File: src/rtl/icl_pkg.sv
package icl_pkg;

    // Flag pair state: {lost, limit}
    typedef enum logic [1:0] {
        FL_IDLE  = 2'b00,
        FL_LIMIT = 2'b01,
        FL_LOST  = 2'b10,
        FL_BOTH  = 2'b11
    } flag_state_e;

endpackage

File: src/rtl/icl_count_reg.sv
module icl_count_reg #(
    parameter int CNT_W = 16
) (
    input  logic             clk,
    input  logic             rst_n,
    input  logic             mreset,
    input  logic             cnt_clr,
    input  logic             tick,
    input  logic             wrap_clr,
    output logic [CNT_W-1:0] count_q,
    output logic [CNT_W-1:0] count_inc
);

    localparam logic [CNT_W-1:0] ONE = CNT_W'(1);

    assign count_inc = count_q + ONE;

    always_ff @(posedge clk or negedge rst_n) begin
        if (!rst_n) begin
            count_q <= '0;
        end else if (mreset || cnt_clr) begin
            count_q <= '0;
        end else if (tick) begin
            count_q <= wrap_clr ? '0 : count_inc;
        end
    end

endmodule

File: src/rtl/icl_limit_cmp.sv
module icl_limit_cmp #(
    parameter int CNT_W = 16
) (
    input  logic             clk,
    input  logic             rst_n,
    input  logic             mreset,
    input  logic             ld_en,
    input  logic [CNT_W-1:0] ld_data,
    input  logic [CNT_W-1:0] cand,
    output logic [CNT_W-1:0] limit_q,
    output logic             equal
);

    always_ff @(posedge clk or negedge rst_n) begin
        if (!rst_n) begin
            limit_q <= '0;
        end else if (mreset) begin
            limit_q <= '0;
        end else if (ld_en) begin
            limit_q <= ld_data;
        end
    end

    assign equal = (cand == limit_q);

endmodule

File: src/rtl/icl_flag_fsm.sv
module icl_flag_fsm
    import icl_pkg::*;
(
    input  logic clk,
    input  logic rst_n,
    input  logic mreset,
    input  logic match,
    input  logic clr_lim,
    input  logic clr_lost,
    input  logic irq_en,
    input  logic irq_active,
    output logic limit_flag,
    output logic lost_flag,
    output logic irq_req
);

    flag_state_e state_q, state_d;
    logic        irq_q;

    // State register
    always_ff @(posedge clk or negedge rst_n) begin
        if (!rst_n) begin
            state_q <= FL_IDLE;
            irq_q   <= 1'b0;
        end else if (mreset) begin
            state_q <= FL_IDLE;
            irq_q   <= 1'b0;
        end else begin
            state_q <= state_d;
            irq_q   <= match && irq_en && !irq_active;
        end
    end

    // Next state: clears first, then a match
    always_comb begin
        state_d = state_q;
        unique case (state_q)
            FL_IDLE: begin
                if (match) state_d = FL_LIMIT;
            end
            FL_LIMIT: begin
                if (clr_lim) state_d = match ? FL_LIMIT : FL_IDLE;
                else         state_d = match ? FL_BOTH  : FL_LIMIT;
            end
            FL_LOST: begin
                if (clr_lost) state_d = match ? FL_LIMIT : FL_IDLE;
                else          state_d = match ? FL_BOTH  : FL_LOST;
            end
            FL_BOTH: begin
                if (clr_lim && clr_lost) state_d = match ? FL_LIMIT : FL_IDLE;
                else if (clr_lim)        state_d = match ? FL_BOTH  : FL_LOST;
                else if (clr_lost)       state_d = match ? FL_BOTH  : FL_LIMIT;
                else                     state_d = FL_BOTH;
            end
            default: state_d = FL_IDLE;
        endcase
    end

    // Outputs
    always_comb begin
        limit_flag = 1'b0;
        lost_flag  = 1'b0;
        unique case (state_q)
            FL_IDLE:  ;
            FL_LIMIT: limit_flag = 1'b1;
            FL_LOST:  lost_flag  = 1'b1;
            FL_BOTH: begin
                limit_flag = 1'b1;
                lost_flag  = 1'b1;
            end
            default: ;
        endcase
        irq_req = irq_q;
    end

endmodule

File: src/rtl/icl_interval_timer.sv
module icl_interval_timer #(
    parameter int CNT_W = 16
) (
    input  logic             clk,
    input  logic             rst_n,
    input  logic             mreset,
    input  logic             tick,
    input  logic             wr_en,
    input  logic             wr_count_sel,
    input  logic [CNT_W-1:0] wr_data,
    input  logic             auto_clr,
    input  logic             irq_en,
    input  logic             irq_active,
    input  logic             clr_limit_flag,
    input  logic             clr_lost_flag,
    output logic [CNT_W-1:0] count,
    output logic             limit_flag,
    output logic             lost_flag,
    output logic             irq_req
);

    logic             cnt_clr;
    logic             ld_en;
    logic             equal;
    logic             match;
    logic [CNT_W-1:0] count_inc;
    logic [CNT_W-1:0] limit_q;

    assign cnt_clr = wr_en && wr_count_sel;
    assign ld_en   = wr_en && !wr_count_sel;
    assign match   = tick && !cnt_clr && equal;

    icl_count_reg #(.CNT_W(CNT_W)) u_count (
        .clk       (clk),
        .rst_n     (rst_n),
        .mreset    (mreset),
        .cnt_clr   (cnt_clr),
        .tick      (tick),
        .wrap_clr  (match && auto_clr),
        .count_q   (count),
        .count_inc (count_inc)
    );

    icl_limit_cmp #(.CNT_W(CNT_W)) u_limit (
        .clk     (clk),
        .rst_n   (rst_n),
        .mreset  (mreset),
        .ld_en   (ld_en),
        .ld_data (wr_data),
        .cand    (count_inc),
        .limit_q (limit_q),
        .equal   (equal)
    );

    icl_flag_fsm u_flags (
        .clk        (clk),
        .rst_n      (rst_n),
        .mreset     (mreset),
        .match      (match),
        .clr_lim    (clr_limit_flag),
        .clr_lost   (clr_lost_flag),
        .irq_en     (irq_en),
        .irq_active (irq_active),
        .limit_flag (limit_flag),
        .lost_flag  (lost_flag),
        .irq_req    (irq_req)
    );

endmodule

File: config.mk
export PLATFORM = sky130hd
export DESIGN_NAME = icl_interval_timer
export DESIGN_NICKNAME = d
export VERILOG_FILES = /design/src/rtl/icl_pkg.sv /design/src/rtl/icl_count_reg.sv /design/src/rtl/icl_limit_cmp.sv /design/src/rtl/icl_flag_fsm.sv /design/src/rtl/icl_interval_timer.sv
export SDC_FILE = /design/constraint.sdc
export NUM_CORES = 1
export LEC_CHECK = 0
export CORE_MARGIN = 2
export CORE_UTILIZATION = 40
export DETAILED_ROUTE_END_ITERATION = 16
export PLACE_DENSITY = 0.73
export SYNTH_ARGS = -nofsm -noshare
export SYNTH_HDL_FRONTEND = slang
export SYNTH_HIERARCHICAL = 1
export SYNTH_SLANG_ARGS = --single-unit
File: constraint.sdc
create_clock -name clk -period 6.1 [get_ports clk]
set_input_delay 1.83 -clock clk [delete_from_list [all_inputs] [get_ports clk]]
set_output_delay 1.83 -clock clk [all_outputs]
set_load 0.01 [all_outputs]
==> impl_metrics.yaml, run 1 <==
critical_path:
  endpoint_kind: "flip-flop"
  crit_type: "input port to flip-flop"
  r2r_end: "u_count/count_q[9]"
  reg2reg_depth: 13
  crit_path_start_kind: "input port"
  crit_fanout: 24
  required_ns: 6.30
  worstReg2RegStart: "u_count/count_q[0]"
  arrival_ns: 3.94
  r2r_slack_ns: 2.90
floorplanning:
  dieWidth_um: 75.76
  start_util_pct: 40.84
  chipHeight_um: 75.76
  die_area_sq_mm: 0.005739
  num_rows: 26
  core-area_sq_mm: 0.005042
  io_pins: 46
pwr:
  p_per_area_mw_per_mm2: 181.3
  ir_worst_vdd_v: 0.0001186
  cellLeakagePower_nw: 1.069
yosys:
  synth_top_family_by_area: "simple AND/OR/NAND/NOR gates"
  synth_edf_count: 0
  synth_warnings: 6
  synthSimpleGateAreaFrac_pct: 19.32
  synth-seq-cells: 35
  synth_fa_ha_area_share_pct: 0.6075
  synthFlopType: "dfrtp_1"
  ys_types: 40
  syn_avg_cell_area_sq_um: 10.15
  async_flop_share_pct: 100.0
  synthesis.nets: 231
  post_synth_xor_area_fraction_pct: 12.76
  synthesis.area_sq_mm: 0.002059
  yosysSeqAreaShare_pct: 42.53
  synth_mux_area_share_pct: 7.776
  synth_compound_area_share_pct: 11.30
  syn_inst: 203
placed_design:
  numPlacedInstances: 305
  gp_congestion: 0.8554
  io_buffers: 45
  dpl.hpwl_um: 3334
  place_ws_ns: 2.093
clocking:
  max-clock-path-buffers: 2
  clkSinkCount: 35
  path_clk_slew_ns: 0.07
  htree_levels: 2
  cts_tree: "done"
  cts_resized: 0
  postCtsSetupBuffers: 0
  clockRootBuffer: "clkbuf_8"
  clk_latency_ns: 0.29
  cts_buffers: 5
  ctsHoldBuffers: 0
timing:
  rsz0062_at_grt: "no"
  fin_worst_skew_ns: 0.004464
  drv_slew: 0
  post-route-min-period_ns: 3.739
  clock.fmax_mhz: 267.5
  min_period_over_period_pct: 61.29
  finalHoldViolations: 0
  worstMarginPinSlew_ns: 0.9107
  layout_setup_ws_ns: 2.361
  tns_ns: 0
  setup_viol_count_final: 0
  slew-limit-headroom_pct: 38.82
route:
  wirelength_um: 4520
  ant_nets: 0
  post_drt_wl_per_cell_um: 14.49
  drc_errors: 0
  dr.pass1.iters: 4
  viasPerCell: 5.160
  drt-initial-drc-count: 118
  route.vias.total: 1610
cells_and_area:
  drive_gt1_share_pct: 7.438
  final_net_count: 270
  layoutNonFillerInstCount: 312
  n_fill_cell: 488
  antennaDiodeCount: 0
  layout_commonest_cell: "clkdlybuf4s50_1"
  area_growth_pct: 26.49
  mostFrequentLayoutCells: "clkdlybuf4s50_1, dfrtp_1, xnor2_1"
run_status:
  outcome: "finished, final reports clean"
global_routing:
  grt_first_pass_wirelength_um: 7445
  overflow: 0
  first_global_vias: 1522
  antenna_found_initial: 0
  grt_usage_pct: 17.76
  grt_max_degree: 36
hold_path:
  hold-path-endpoint: "u_count/count_q[15]"
  worstHoldPathCells: 1
  hold_class: "flip-flop to flip-flop"
  holdCritStartpoint: "u_count/count_q[15]"
job:
  maxCapViolCount: 0
cells by family (layout without fill, tap and decap cells):
group                      after synthesis  after routing
buffers and inverters                   21             60
and+or+nand+nor                         66             66
xor gates and xnor gates                30             30
AOI/OAI and AO/OA                       34             34
adders and majority gates                1              1
muxes                                   16             16
DFF                                     35             35
metal layers:
layer  up-vias  global-route usage, %  part of all wire, %
met1       767                  24.15                   48
met5         -                      0                    0
met3         8                  3.704                  3.3
met4         0                  7.992                  2.1
met2        35                  27.20                   47
li1        800                      -                    -
flip-flops by register name, summed over array words and instances (netlist names):
name	count
u_count/count_q	16
u_flags/irq_req	1
u_flags/state_q	2
u_limit/limit_q	16
area by class of cell:
type                       instances  area [sq um]  share of cell area (%)
clock buffer                       6         82.58                   3.170
sequential                        35         875.8                   33.62
timing repair buffer              47         465.4                   17.87
tap                               70         87.58                   3.362
clock inverter                     1         5.005                  0.1921
multi-input combinational        147          1066                   40.92
inverter                           6         22.52                  0.8646
critical path, stage by stage:
cell	delay [ns]
clkdlybuf4s50_1	0.85
nor3_1	0.94
o21ai_0	0.21
o31ai_1	0.10
synth_stat cells, drive strengths merged (2+ instances only):
cell type | count | share of area, %
dfrtp | 35 | 43
xnor2 | 25 | 11
nor2 | 21 | 3.8
mux2i | 16 | 7.8
buf | 10 | 3.7
o21ai | 10 | 2.4
nand4 | 9 | 3.3
nand3 | 8 | 1.9
a22o | 6 | 2.6
inv | 6 | 1.1
nand2 | 6 | 1.1
clkbuf | 5 | 0.91
xor2 | 5 | 2.1
a21oi | 4 | 0.97
a31oi | 4 | 1.2
nor4 | 4 | 2.4
o31ai | 4 | 1.5
and3 | 3 | 0.91
nor3 | 3 | 0.73
and4 | 2 | 0.85
nand2b | 2 | 0.61
nor4b | 2 | 0.85
power breakdown:
group	switching, mW	internal, mW	total, mW
combinational	0.0273	0.0322	0.0595
clock	0.0810	0.0885	0.170
sequential	0.00541	0.238	0.243
stage by stage:
step | cell area (sq um) | power, mW | hold WS (ns) | util [%]
CTS | 2605 | 0.4764 | 0.5511 | 51.66
detailed placement | 2517 | 0.3078 | 0.5351 | 49.93
floorplan | 2059 | 0.2795 | 0.5074 | -
global route | 2605 | 0.4956 | 0.5801 | 51.66
finish | 2605 | 0.4724 | 0.5462 | 51.66
global placement | 2517 | 0.3067 | 0.5258 | 49.93
how the worst max path moves through the flow:
stage,startpoint,to,slack [ns]
4_1_cts,mreset,u_count/count_q[9],2.40
3_3_place_gp,mreset,u_count/count_q[9],2.11
2_1_floorplan,wr_en,u_count/count_q[6],2.86
5_1_grt,mreset,u_count/count_q[9],2.22
3_5_place_dp,mreset,u_count/count_q[9],2.09
6_report,mreset,u_count/count_q[9],2.36
Note: power is estimated with default switching activity, not from simulation.
==> inputs of run 2 (changes only) <==
Clock period 6.1 ns to 3.5 ns, I/O delays scaled along.
==> run 2 against run 1 <==
Combinational power increased by 78%. Sequential power is 74% higher. Highest routed layer unchanged. Critical path type is now flip-flop to flip-flop. Count of clock-buffer cells in the layout decreased by 1. Critical path depth grew 7. Sequential share of layout area fell by 0.35 points.
==> impl_metrics.yaml, run 2 (synthesis gave the netlist of run 1 again) <==
global_routing:
  overflow: 0
  grt_usage_pct: 18.63
  first_global_vias: 1600
  antenna_found_initial: 0
  grt_first_pass_wirelength_um: 7893
  grt_max_degree: 36
timing:
  min_period_over_period_pct: 90.47
  worstMarginPinSlew_ns: 0.4794
  fin_worst_skew_ns: 0.008503
  drv_slew: 0
  slew-limit-headroom_pct: 68.04
  clock.fmax_mhz: 315.8
  layout_setup_ws_ns: 0.3335
  setup_viol_count_final: 0
  rsz0062_at_grt: "no"
  finalHoldViolations: 0
  tns_ns: 0
  post-route-min-period_ns: 3.166
cells_and_area:
  layoutNonFillerInstCount: 316
  layout_commonest_cell: "clkdlybuf4s50_1"
  drive_gt1_share_pct: 8.943
  area_growth_pct: 27.82
  antennaDiodeCount: 0
  mostFrequentLayoutCells: "clkdlybuf4s50_1, dfrtp_1, xnor2_1"
  top_regs: "u_count/count_q: 16 flops, u_limit/limit_q: 16 flops, u_flags/state_q: 2 flops"
  final_net_count: 273
clocking:
  cts_resized: 0
  htree_levels: 2
  path_clk_slew_ns: 0.08
  cts_tree: "done"
  ctsHoldBuffers: 0
  cts_buffers: 5
  clockRootBuffer: "clkbuf_8"
  postCtsSetupBuffers: 0
  clk_latency_ns: 0.30
  max-clock-path-buffers: 2
  clkSinkCount: 35
route:
  route.vias.total: 1675
  wirelength_um: 4771
  post_drt_wl_per_cell_um: 15.10
  viasPerCell: 5.301
  ant_nets: 0
  dr.pass1.iters: 4
  drc_errors: 0
  drt-initial-drc-count: 111
critical_path:
  worst-path-buf-inv: 0
  max_stage_delay_ns: 0.66
  r2r_end: "u_count/count_q[13]"
  cp_num_cells: 11
  crit_slowest_cell: "or4b_4"
  r2r_slack_ns: 0.33
  arrival_ns: 3.39
  endpoint: "u_count/count_q[13]"
  worstPathCellList: "ha_1, nand4_1, nor3_1, xor2_1, xnor2_1, nand4_1, nor4_2, and4_1, or4b_4, a31o_1, a31oi_1"
  crit_type: "flip-flop to flip-flop"
  crit_fanout: 16
  worstReg2RegStart: "u_count/count_q[0]"
  endpoint_kind: "flip-flop"
  path_delay_family: "simple AND/OR/NAND/NOR gates"
  reg2reg_depth: 11
  cpMostUsedCell: "nand4_1"
  crit_path_start_kind: "flip-flop"
  startpoint: "u_count/count_q[0]"
  required_ns: 3.72
pwr:
  ir_worst_vdd_v: 0.0002216
  p_per_area_mw_per_mm2: 319.3
  power_mw: 0.8406
  cellLeakagePower_nw: 1.077
floorplanning:
  core-area_sq_mm: 0.005042
  num_rows: 26
  die_area_sq_mm: 0.005739
  io_pins: 46
  chipHeight_um: 75.76
  start_util_pct: 40.84
  dieWidth_um: 75.76
placed_design:
  io_buffers: 45
  numPlacedInstances: 308
  gp_congestion: 0.8904
  dpl.hpwl_um: 3408
  place_ws_ns: 0.3429
run_status:
  outcome: "finished, final reports clean"
job:
  maxCapViolCount: 0
hold_path:
  hold_class: "flip-flop to flip-flop"
  worstHoldPathCells: 2
## run 2: power by group
part,switching [mW],total (mW),internal (mW)
clock,0.168,0.311,0.142
combinational,0.0488,0.106,0.0576
sequential,0.00925,0.423,0.414
## run 2: area by class of cell
type                            count  area [sq um]
Clock buffer                        5         68.82
Clock inverter                      3         23.77
Fill cell                         464          2410
Inverter                            6         22.52
Multi-Input combinational cell    147          1066
Sequential cell                    35         875.8
Tap cell                           70         87.58
Timing Repair Buffer               50         488.0
## run 2: routing by layer
metal | vias to the layer above | share of wire (%) | global-route usage, %
met1 | 813 | 47 | 27.40
met4 | 0 | 1.4 | 5.848
met5 | - | 0 | 0
li1 | 807 | - | -
met2 | 50 | 46 | 27.59
met3 | 5 | 5.5 | 3.704
## run 2: worst min-delay path by stage
stage	startpoint	end	slack, ns
after floorplan	u_limit/limit_q[10]	u_limit/limit_q[10]	0.51
after global placement	u_limit/limit_q[10]	u_limit/limit_q[10]	0.53
after detailed placement	u_limit/limit_q[4]	u_limit/limit_q[4]	0.53
after CTS	u_limit/limit_q[7]	u_limit/limit_q[7]	0.55
after global routing	u_limit/limit_q[4]	u_limit/limit_q[4]	0.58
final	u_limit/limit_q[4]	u_limit/limit_q[4]	0.55
## run 2: per-stage QoR
stage	util, %	hold WS, ns	area [sq um]
3_5_place_dp	50.37	0.5348	2540
2_1_floorplan	-	0.5074	2059
5_1_grt	52.21	0.5846	2633
6_report	52.21	0.5497	2633
3_3_place_gp	50.37	0.5271	2540
4_1_cts	52.21	0.5537	2633
## run 2: worst reg2reg max path: stages (launching register included)
cell     delay [ns]
dfrtp_1        0.46
ha_1           0.32
nand4_1        0.20
nor3_1         0.33
xor2_1         0.27
xnor2_1        0.09
nand4_1        0.12
nor4_2         0.06
and4_1         0.18
or4b_4         0.66
a31o_1         0.23
a31oi_1        0.16
==> inputs of run 3 (changes only) <==
Settings changed: ABC_AREA set to 1, CTS_BUF_LIST set to sky130_fd_sc_hd__clkbuf_2, CTS_CLUSTER_DIAMETER set to 40.
==> run 3 against run 2 <==
Non-clock buffer count fell by 3. Global-route usage fell by 1.4 points. Synthesized area grew 1.3%. Critical path type unchanged. Sequential share of layout area grew 0.29 points. First-iteration DRC count grew 23%. Fmax is 9.7% higher. Critical path depth up 9. Highest routed layer unchanged. Design area shrank 0.86%. Critical endpoint is now u_count/count_q[2]. Clock skew up 0.0084 ns. Register-to-register slack improved by 0.28 ns.
==> impl_metrics.yaml, run 3 <==
run_status:
  outcome: "finished, final reports clean"
yosys:
  synth_edf_count: 0
  synthesis.nets: 308
  ys_top_cells_by_area: "dfrtp_1, nand2_1, inv_1, nand3_1, xnor2_1"
  synth.most_common_cell: "nand2_1"
  synthesis.area_sq_mm: 0.002087
  yosysTopAreaCellShare_pct: 41.97
  syn_avg_cell_area_sq_um: 7.454
  yosys.area.top_type: "dfrtp_1"
  async_flop_share_pct: 100.0
  yosysSeqAreaShare_pct: 41.97
  synth_warnings: 6
  synth-seq-cells: 35
  ys_types: 26
  syn_inst: 280
  synthTopCellsByCount: "nand2_1, inv_1, dfrtp_1"
  synthFlopType: "dfrtp_1"
critical_path:
  endpoint_kind: "flip-flop"
  arrival_ns: 3.16
  crit_type: "flip-flop to flip-flop"
  required_ns: 3.77
  crit_path_start_kind: "flip-flop"
  r2r_slack_ns: 0.61
  crit_fanout: 11
clocking:
  clockRootBuffer: "clkbuf_2"
  clkSinkCount: 35
  max-clock-path-buffers: 2
  htree_levels: 2
  ctsHoldBuffers: 0
  postCtsSetupBuffers: 0
  cts_buffers: 5
  cts_resized: 0
  path_clk_slew_ns: 0.17
  cts_tree: "done"
  clk_latency_ns: 0.36
pwr:
  clockPowerShare_pct: 24.3
  p_per_area_mw_per_mm2: 266.4
  p_switching_mw: 0.1855
  swShare_pct: 26.67
  ir_worst_vdd_v: 0.0001534
  internal_power_mw: 0.5098
  p_comb_share_pct: 14.8
  cellLeakagePower_nw: 1.195
  seqPwrFrac_pct: 60.9
hold_path:
  hold_class: "flip-flop to flip-flop"
global_routing:
  overflow: 0
  use_met2_pct: 25.84
  use_met1_pct: 23.73
  grt_max_degree: 36
  grt_first_pass_wirelength_um: 8093
  grt_usage_pct: 17.19
  antenna_found_initial: 0
  gr-usage-met3_pct: 4.621
  first_global_vias: 1768
  grt_busiest_layer: "met2"
timing:
  setup_viol_count_final: 0
  holdWs_ns: 0.5516
  worstMarginPinSlew_ns: 0.6813
  clock.fmax_mhz: 346.4
  slew-limit-headroom_pct: 54.58
  min_period_over_period_pct: 82.49
  tns_ns: 0
  layout_setup_ws_ns: 0.6128
  finalHoldViolations: 0
  drv_slew: 0
  rsz0062_at_grt: "no"
  post-route-min-period_ns: 2.887
  fin_worst_skew_ns: 0.01693
route:
  route.vias.total: 1881
  viasPerCell: 4.762
  post_drt_wl_per_cell_um: 11.70
  drt-initial-drc-count: 137
  wirelength_um: 4623
  ant_nets: 0
  dr.pass1.iters: 4
  drc_errors: 0
floorplanning:
  num_rows: 26
  core-area_sq_mm: 0.005075
  start_util_pct: 41.12
  chipHeight_um: 76.23
  io_pins: 46
  die_area_sq_mm: 0.005811
  dieWidth_um: 76.23
cells_and_area:
  area_growth_pct: 25.06
  top_regs: "u_count/count_q: 16 flops, u_limit/limit_q: 16 flops, u_flags/state_q: 2 flops"
  layout_commonest_cell: "nand2_1"
  drive_gt1_share_pct: 8.308
  final_net_count: 354
  antennaDiodeCount: 0
  mostFrequentLayoutCells: "nand2_1, inv_1, clkdlybuf4s50_1"
placed_design:
  dpl.hpwl_um: 3497
  io_buffers: 45
  gp_congestion: 0.8338
  place_ws_ns: 0.6522
job:
  maxCapViolCount: 0
run 3: cell types whose count changed in the layout (fill, tap and decap cells not counted), sizes merged, moves of 4 or more:
cell	delta
o31ai	-4
a31oi	-4
a22o	-4
inv	+42
o22ai	+4
mux2i	-16
xnor2	-14
nand3	+16
nand2	+73
nor4	-4
nand4	-6
o21ai	+15
run 3: final timing paths:
path,start,end,cells past startpoint
min in group asynchronous,rst_n,u_flags/state_q[0],2
hold reg to reg,u_count/count_q[15],u_count/count_q[15],2
hold / removal,u_count/count_q[15],u_count/count_q[15],2
max in group asynchronous,rst_n,u_limit/limit_q[8],2
setup reg to reg,u_count/count_q[0],u_count/count_q[2],20
setup / recovery,u_count/count_q[0],u_count/count_q[2],20
run 3: area by class of cell:
class                           count  area (sq um)
Clock buffer                        6         30.03
Fill cell                         507          2465
Inverter                           50         187.7
Multi-Input combinational cell    187         963.4
Sequential cell                    35         875.8
Tap cell                           70         87.58
Timing Repair Buffer               47         465.4
run 3: power by group through the flow:
stage / sequential (mW) / combinational [mW] / clock, mW
final: 0.423 / 0.103 / 0.169
after global routing: 0.425 / 0.116 / 0.192
after CTS: 0.423 / 0.105 / 0.176
after detailed placement: 0.431 / 0.104 / 0
after global placement: 0.431 / 0.103 / 0
after floorplan: 0.429 / 0.0551 / 0
run 3: worst max-delay path, cell delays in order, from the launching register on:
cell	delay [ns]
dfrtp_1	0.46
ha_1	0.23
nand2_1	0.09
nor2_2	0.20
nand2_2	0.10
nor2_1	0.09
nand2_1	0.06
and2_1	0.15
xnor2_1	0.13
nand2_1	0.06
nor2_1	0.09
nand2_1	0.06
nor2_1	0.11
nand2_1	0.06
clkinv_1	0.05
nand2_2	0.05
nor2_2	0.07
nor2_1	0.05
nand2_1	0.16
inv_1	0.24
a22o_2	0.27
run 3: cell families after synthesis:
kind of cell,Yosys count,synth area share (%)
compound gates,33,10.55
xor+xnor,17,7.134
fa+ha+maj,1,0.5994
buf+inv,58,11.87
flops,35,41.97
simple gates,136,27.88
run 3: layer usage:
metal	vias to the layer above	part of all wire, %
li1	960	-
met1	843	47
met2	71	45
met3	7	6.4
met4	0	1.8
met5	-	0
run 3: metrics by stage:
step / util (%) / instance area [sq um] / total power, mW / cells
2_1_floorplan: - / 2087 / 0.4846 / 280
3_3_place_gp: 50.84 / 2580 / 0.5331 / 389
3_5_place_dp: 50.84 / 2580 / 0.5350 / 389
4_1_cts: 51.43 / 2610 / 0.7037 / 395
5_1_grt: 51.43 / 2610 / 0.7325 / 395
6_report: 51.43 / 2610 / 0.6953 / 395
